$ cat src/rtl/locked_xlat_tlb.sv
module locked_xlat_tlb #(
  parameter int N_ENT   = 16,
  parameter int ASID_W  = 8,
  parameter int ADDR_W  = 32,
  parameter int MIN_OFF = 8,
  parameter int MAX_SEL = 4
) (
  input  logic                        clk,
  input  logic                        rst_n,
  input  logic [2:0]                  page_sel,
  input  logic                        lk_valid,
  input  logic [ADDR_W-1:0]           lk_addr,
  input  logic [ASID_W-1:0]           lk_asid,
  input  logic [1:0]                  lk_acc,
  output logic                        rsp_valid,
  output logic                        rsp_ok,
  output logic                        miss_irq,
  output logic                        fault_irq,
  output logic [ADDR_W-1:0]           rsp_paddr,
  input  logic                        wr_en,
  input  logic                        wr_use_idx,
  input  logic [$clog2(N_ENT)-1:0]    wr_idx,
  input  logic [ASID_W-1:0]           wr_asid,
  input  logic [ADDR_W-MIN_OFF-1:0]   wr_vpn,
  input  logic [ADDR_W-MIN_OFF-1:0]   wr_pfn,
  input  logic [2:0]                  wr_perm,
  input  logic                        wr_lock,
  output logic                        wr_err,
  input  logic                        fl_en,
  input  logic                        fl_by_asid,
  input  logic [ASID_W-1:0]           fl_asid
);
  localparam int IDX_W = $clog2(N_ENT);
  localparam int PN_W  = ADDR_W - MIN_OFF;

  logic [N_ENT-1:0]  v_q, lk_q;
  logic [ASID_W-1:0] asid_q [N_ENT];
  logic [PN_W-1:0]   vpn_q  [N_ENT];
  logic [PN_W-1:0]   pfn_q  [N_ENT];
  logic [2:0]        perm_q [N_ENT];
  logic [IDX_W-1:0]  age_q  [N_ENT];

  logic [2:0]      sel_eff;
  logic [PN_W-1:0] pmask, lk_pn, pa_pn;

  assign sel_eff = (page_sel > 3'(MAX_SEL)) ? 3'(MAX_SEL) : page_sel;
  assign pmask   = {PN_W{1'b1}} << sel_eff;
  assign lk_pn   = lk_addr[ADDR_W-1:MIN_OFF];

  logic             hit_any, dup_any, free_any, old_any;
  logic [IDX_W-1:0] hit_idx, dup_idx, free_idx, old_idx, old_age;

  always_comb begin
    hit_any  = 1'b0; hit_idx  = '0;
    dup_any  = 1'b0; dup_idx  = '0;
    free_any = 1'b0; free_idx = '0;
    for (int i = N_ENT - 1; i >= 0; i--) begin
      if (v_q[i] && asid_q[i] == lk_asid && ((vpn_q[i] ^ lk_pn) & pmask) == '0) begin
        hit_any = 1'b1; hit_idx = IDX_W'(i);
      end
      if (v_q[i] && !lk_q[i] && asid_q[i] == wr_asid && ((vpn_q[i] ^ wr_vpn) & pmask) == '0) begin
        dup_any = 1'b1; dup_idx = IDX_W'(i);
      end
      if (!v_q[i] && !lk_q[i]) begin
        free_any = 1'b1; free_idx = IDX_W'(i);
      end
    end
  end

  always_comb begin
    old_any = 1'b0; old_idx = '0; old_age = '0;
    for (int i = 0; i < N_ENT; i++) begin
      if (v_q[i] && !lk_q[i] && (!old_any || age_q[i] > old_age)) begin
        old_any = 1'b1; old_idx = IDX_W'(i); old_age = age_q[i];
      end
    end
  end

  logic             perm_ok, wr_go, t_en;
  logic [IDX_W-1:0] victim, wr_tgt, t_idx;

  always_comb begin
    case (lk_acc)
      2'd0:    perm_ok = perm_q[hit_idx][0];
      2'd1:    perm_ok = perm_q[hit_idx][1];
      2'd2:    perm_ok = perm_q[hit_idx][2];
      default: perm_ok = 1'b0;
    endcase
  end

  assign victim = dup_any ? dup_idx : (free_any ? free_idx : old_idx);
  assign wr_tgt = wr_use_idx ? wr_idx : victim;
  assign wr_go  = wr_en && (wr_use_idx || dup_any || free_any || old_any);
  assign t_en   = wr_go || (lk_valid && hit_any);
  assign t_idx  = wr_go ? wr_tgt : hit_idx;
  assign pa_pn  = (pfn_q[hit_idx] & pmask) | (lk_pn & ~pmask);

  always_ff @(posedge clk) begin
    if (!rst_n) begin
      v_q       <= '0;
      lk_q      <= '0;
      rsp_valid <= 1'b0;
      rsp_ok    <= 1'b0;
      miss_irq  <= 1'b0;
      fault_irq <= 1'b0;
      rsp_paddr <= '0;
      wr_err    <= 1'b0;
      for (int i = 0; i < N_ENT; i++) begin
        age_q[i]  <= IDX_W'(i);
        asid_q[i] <= '0;
        vpn_q[i]  <= '0;
        pfn_q[i]  <= '0;
        perm_q[i] <= '0;
      end
    end else begin
      rsp_valid <= lk_valid;
      rsp_ok    <= lk_valid && hit_any && perm_ok;
      miss_irq  <= lk_valid && !hit_any;
      fault_irq <= lk_valid && hit_any && !perm_ok;
      rsp_paddr <= (lk_valid && hit_any && perm_ok) ? {pa_pn, lk_addr[MIN_OFF-1:0]} : '0;
      if (wr_en) wr_err <= !wr_go;
      for (int i = 0; i < N_ENT; i++) begin
        if (fl_en && !lk_q[i] && (!fl_by_asid || asid_q[i] == fl_asid)) v_q[i] <= 1'b0;
        if (t_en) begin
          if (IDX_W'(i) == t_idx)            age_q[i] <= '0;
          else if (age_q[i] < age_q[t_idx])  age_q[i] <= age_q[i] + 1'b1;
        end
      end
      if (wr_go) begin
        v_q[wr_tgt]    <= 1'b1;
        lk_q[wr_tgt]   <= wr_lock;
        asid_q[wr_tgt] <= wr_asid;
        vpn_q[wr_tgt]  <= wr_vpn;
        pfn_q[wr_tgt]  <= wr_pfn;
        perm_q[wr_tgt] <= wr_perm;
      end
    end
  end
endmodule

$ cat config.mk
export PLATFORM = sky130hd
export DESIGN_NAME = locked_xlat_tlb
export DESIGN_NICKNAME = d
export VERILOG_FILES = /design/src/rtl/locked_xlat_tlb.sv
export SDC_FILE = /design/constraint.sdc
export NUM_CORES = 2
export LEC_CHECK = 0
export BUFFER_PORTS_ARGS = -buffer_cell sky130_fd_sc_hd__buf_4
export CAP_MARGIN = 40
export CELL_PAD_IN_SITES_DETAIL_PLACEMENT = 1
export CELL_PAD_IN_SITES_GLOBAL_PLACEMENT = 1
export CORE_MARGIN = 2
export CORE_UTILIZATION = 50
export CTS_BUF_LIST = sky130_fd_sc_hd__clkbuf_8
export CTS_CLUSTER_SIZE = 25
export DETAILED_ROUTE_END_ITERATION = 16
export PLACE_DENSITY = 0.81
export SYNTH_ARGS = -nofsm -noshare
export SYNTH_HDL_FRONTEND = slang
export SYNTH_SLANG_ARGS = --single-unit
$ cat constraint.sdc
create_clock -name clk -period 49.7 [get_ports clk]
set_input_delay 2.485 -clock clk [delete_from_list [all_inputs] [get_ports clk]]
set_output_delay 2.485 -clock clk [all_outputs]
set_load 0.01 [all_outputs]
# --- Word level (Yosys, flattened, before mapping) ---
# Memory sizes are Yosys's and may differ from the RTL's.
# Cells that the tools add are included.
word_totals:
  reg_bits: 69
  latchBits: 0
  ramBits: 1008
  mem_bits_ro: 0
  output_inout_bits: 37
  elab_cells: 880
  n_memories: 5
mem_list:
  columns: ["name", "words", "width", "read_ports", "rd_clocked_by_memory_dff", "write_ports", "line", "text"]
  rows:
  - ["pfn_q", 16, 24, 1, 0, 16, "39", "logic [PN_W-1:0] pfn_q [N_ENT];"]
  - ["vpn_q", 16, 24, 16, 0, 16, "38", "logic [PN_W-1:0] vpn_q [N_ENT];"]
  - ["asid_q", 16, 8, 16, 0, 16, "37", "logic [ASID_W-1:0] asid_q [N_ENT];"]
  - ["age_q", 16, 4, 17, 0, 16, "41", "logic [IDX_W-1:0] age_q [N_ENT];"]
  - ["perm_q", 16, 3, 1, 0, 16, "40", "logic [2:0] perm_q [N_ENT];"]
op_classes:
  addsub: 16
  n_mul: 0
  div_mod_pow: 0
  n_lt_le_gt_ge: 34
  eq_ne: 65
  n_shift: 1
  muxes: 376
  n_bitwise: 101
  n_reduce_logical: 274
op_table:
  columns: ["cell", "n"]
  rows:
  - ["24-bit bitwise AND", 34]
  - ["24-bit zero test", 32]
  - ["24-bit XOR", 32]
  - ["4-bit two-way mux", 117]
  - ["8-bit == test", 48]
  - ["1-bit two-way mux", 250]
  - ["1-bit logical AND", 149]
  - ["4-bit by 1-bit adder with 4-bit output, second input constant", 16]
  - ["4-bit < comparator", 16]
  - ["4-bit > comparator", 15]
  - ["1-bit zero test", 51]
  - ["24-bit two-way mux", 2]
  - ["24-bit OR reduction", 2]
  - ["1-bit logical OR", 35]
  - ["4-bit == test, first input constant", 8]
  - ["1-bit bitwise OR", 32]
  - ["24-bit NOT", 1]
  - ["24-bit bitwise OR", 1]
  - ["24-bit by 3-bit << shifter with 24-bit output, first input constant", 1]
  - ["16-bit bitwise mux", 1]
  - ["3-bit by 4-bit == test with 1-bit output, first input constant", 4]
  - ["16-bit two-way mux", 1]
  - ["16-bit bitwise OR", 1]
  - ["2-bit by 4-bit == test with 1-bit output, first input constant", 2]
  - ["15 further kinds", 16]

# --- Longest topological paths before layout ---
# An unclocked memory read counts as a cell.
logic_depth:
  word_depth: 75
  mapped_depth: 146
  ltp_nobuf: 142

# --- Least setup slack after synthesis ---
# No wires, ideal clock.
synth_path:
  path_type: "reg2reg"
  start: "register v_q[0]"
  end: "memory asid_q[6][0] (enable)"
  setup_time_ns: 0.560
  t_arrival_ns: 27.996
  required_time_ns: 49.140
  setup_slack_ns: 21.144
  path_stages_with_launch: 121
  synth_period_minus_slack_ns: 28.556
  cell_sequence: "dfxtp_1 > and2b_1 > nand2_1 > ha_1 > nor2b_1 > o211ai_1 > a31oi_1 > mux2_2 > ha_1 > nand4_1 > a21oi_1 > a2111oi_0 > a21o_1 > ha_1 > a211oi_1 > o21ai_0 > a32oi_1 > mux2i_1 > [85 not listed] > or2_2 > clkbuf_1 > nand2_1 > o21ai_0 > ha_1 > nor2b_1 > o21ai_0 > nand2b_1 > a21oi_1 > a41oi_1 > o21ai_0 > and3b_1 > inv_1 > or4_1 > o31a_1 > a21oi_1 > nand2_1 > o21ai_0"
synth_lines:
  columns: ["item", "line", "text"]
  rows:
  - ["start, declared", "36", "logic [N_ENT-1:0] v_q, lk_q;"]
  - ["start signal, assigned", "100", "v_q <= '0;"]
  - ["start signal, assigned by index", "123", "if (fl_en && !lk_q[i] && (!fl_by_asid || asid_q[i] == fl_asid)) v_q[i] <= 1'b0;"]
  - ["start signal, assigned by index", "130", "v_q[wr_tgt] <= 1'b1;"]
  - ["end, declared", "37", null]

==> flow_summary.yaml <==
outcome:
  status: "finished, final reports clean"
floorplanning:
  num_rows: 133
  die_h_um: 368
  initial_core_util: 0.504
  die_x_um: 368
  die-area_um2: 136000
  io-pin-count: 161
  core_um2: 132000
worst_setup_path:
  endpoint_kind: "flip-flop"
  cp_max_fo: 31
  r2r_start: "v_q[0]$_SDFF_PN0_"
  rrSetupSlack_ns: 18.83
  cp.required_ns: 50.25
  timing.rr.end: "age_q[14][0]$_SDFFCE_PN0P_"
  critical_path.slowest_cell: "o41ai_1"
  critPathMostFrequentCell: "a21oi_1"
  worst_setup_path_start_kind: "flip-flop"
  startpoint: "v_q[0]$_SDFF_PN0_"
  worstSetupPathType: "flip-flop to flip-flop"
  arrival_ns: 31.43
  endpoint: "age_q[14][0]$_SDFFCE_PN0P_"
  critPathMaxStageDelay_ns: 0.76
  r2r_cells: 130
synth:
  synth_top_area_share: 0.456
  syn_inst: 6209
  avgSynthCellArea_um2: 10.7
  ys_warn_count: 0
  yosysSeqAreaShare: 0.477
  yosysTopAreaCell: "edfxtp_1"
  synth_area_um2: 66300
  async_reset_ff_frac: 0
  ys_ff_latch: 1077
  yosysUniqueCellTypes: 116
  synth-edff-count: 1008
  syn_nets: 6449
  synth_top_flop_cell: "edfxtp_1"
  synth_area_leaders: "edfxtp_1 46%, xnor2_1 12%, and2_1 8.5%"
timing:
  setup_ws_ns: 18.83
  whs_ns: 0.518
  tns_ns: 0
  finalCritPeriodShare: 0.621
  finalHoldViolCount: 0
  worstMarginPinSlew_ns: 1.09
  fin_skew_ns: 0.0736
  setup-violations-final: 0
  slew_violations: 0
  min_period_ns: 30.87
  rsz0062_at_grt: "no"
  relSlewSlack: 0.274
  fmax_ghz: 0.0324
pwr:
  irDropWorstVdd_mv: 0.0272
  combPwrFrac: 0.190
  p_sw_mw: 0.760
  p_int_mw: 1.59
  pwr-share-seq: 0.470
  powerDensity_nw_per_um2: 32.2
  finalPower_mw: 2.35
  p_leak_nw: 26.2
  swShare: 0.323
  clkPwrFrac: 0.340
placed_design:
  io_buffers: 160
  placed_cell_area_um2: 69500
  dp.cells: 7791
  post-place-ws_ns: 18.86
  globalplace.congestion: 1.00
  hpwl_um: 171000
drt:
  drc: 0
  avgViaCountPerCell: 6.57
  dr.pass1.iters: 6
  dr.first_iter.drc_count: 7102
  avgRoutedWirePerCell_um: 32.6
  ant_nets: 0
  via_count: 53500
  drt-total-wl_um: 266000
global_route:
  antenna_found_initial: 24
  grtUsageTotal: 0.385
  grt_max_degree: 204
  grt_pass1_wl_um: 382000
  grt_pass1_vias: 55000
  grt-ovfl-total: 0
clocking:
  cts_sinks: 1077
  cts_resized: 0
  cts_max_path_buffers: 3
  tritoncts: "done"
  cts-htree-levels: 4
  cts_hold_buf: 0
  clock_latency_ns: 0.99
  numCtsBuffers: 188
  clk_pin_slew_ns: 0.07
  post_cts_buffers: 0
  cts-root-buf: "clkbuf_8"
worst_hold_path:
  holdPathStages: 2
  hold_path.class: "flip-flop to flip-flop"
  worstHoldStart: "lk_q[2]$_SDFFE_PN0P_"
flow_run:
  drv_cap: 0
cells_and_area:
  stdcell_count: 8154
  area_delta_synth_final_pct: 10.1
  finish.utilization: 0.555
  finalNetCount: 6468
  drive_above_1_share: 0.118
  final_area_um2: 73100
kinds of logic (layout without fill, tap and decap cells):
family | after synthesis | after routing | synth area share
buf+inv | 562 | 737 | 0.0324
fa+ha+maj | 117 | 117 | 0.0220
simple gates | 2242 | 2242 | 0.194
mux | 261 | 261 | 0.0413
other cells | 0 | 15 | 0
flops | 1077 | 1077 | 0.477
compound gates | 778 | 778 | 0.0781
xor+xnor | 1172 | 1172 | 0.155
registers in the layout (all words and copies together) (netlist names):
name and cells:
age_q 64, lk_q 16, rsp_ok 1, rsp_paddr 32, rsp_valid 1, v_q 16, perm_q 48, miss_irq 1
pfn_q 384, fault_irq 1, asid_q 128, vpn_q 384, wr_err 1
power by group through the flow:
stage	registers, mW	clock network [mW]	logic (mW)
2_1_floorplan	1.10	0	0.287
3_3_place_gp	1.12	0	0.408
3_5_place_dp	1.12	0	0.429
4_1_cts	1.10	0.802	0.433
5_1_grt	1.11	0.841	0.473
6_report	1.10	0.799	0.445
synth_stat cells (all sizes together) (7+ instances only):
cell        n
ha        116
nand4     290
o211ai     82
o31ai       8
mux2       88
xor2      300
or3        16
a21o       10
o21ai     198
nand2b     32
o21a       15
a221oi      7
dfxtp      69
a21boi      8
buf        49
a31oi      21
nand3     119
nor2b      65
inv        94
edfxtp   1008
and4        9
nand3b      9
nand2     260
a21oi     182
mux2i     172
nor2      196
a2111oi    14
a31o       16
or2        30
nor3       80
or4        13
nor4       97
and3       80
xnor2     872
a211oi     93
and2      901
nor4b      12
o22ai      14
o2111ai    22
clkbuf    417
routing by layer:
metal	global-route usage	routed length (um)
met5	0	137
met3	0.102	30800
met2	0.589	116000
met1	0.486	99400
met4	0.242	19300
worst max-delay path, delay by kind of cell (launching register included):
kind                       cells  cell delay (ns)
muxes                         13             4.57
DFF                            1             0.48
adders and majority gates     16             4.59
AOI/OAI and AO/OA             63            13.98
and+or+nand+nor               28             5.97
buffers and inverters         10             0.81
layout by cell type (no fill, tap or decap), drive strengths merged, types with 77 or more instances in the layout:
cell type | Yosys | layout
xnor2 | 872 | 872
buf | 49 | 294
nor2 | 196 | 196
nand3 | 119 | 119
nor4 | 97 | 97
nand2 | 260 | 260
a21oi | 182 | 182
o21ai | 198 | 198
clkinv | 2 | 77
edfxtp | 1008 | 1008
nor3 | 80 | 80
xor2 | 300 | 300
ha | 116 | 116
mux2 | 88 | 88
and3 | 80 | 80
and2 | 901 | 901
a211oi | 93 | 93
nand4 | 290 | 290
mux2i | 172 | 172
o211ai | 82 | 82
clkbuf | 417 | 199
inv | 94 | 162
final cells by class:
cell class / instances / area, um2
fillers: 13900 / 58600
multi-input cells: 4570 / 32900
flip-flops and latches: 1077 / 31700
clock buffers: 198 / 2730
repair buffers: 295 / 2410
well taps: 1755 / 2200
clock inverters: 148 / 825
inverters: 96 / 360
diodes: 15 / 37.5
how the worst min path moves through the flow:
stage | to | slack [ns]
floorplan | lk_q[2]$_SDFFE_PN0P_ | 0.47
global placement | lk_q[2]$_SDFFE_PN0P_ | 0.49
detailed placement | lk_q[2]$_SDFFE_PN0P_ | 0.51
CTS | lk_q[2]$_SDFFE_PN0P_ | 0.52
global route | lk_q[4]$_SDFFE_PN0P_ | 0.55
finish | lk_q[2]$_SDFFE_PN0P_ | 0.52
(Power assumes the default switching activity.)
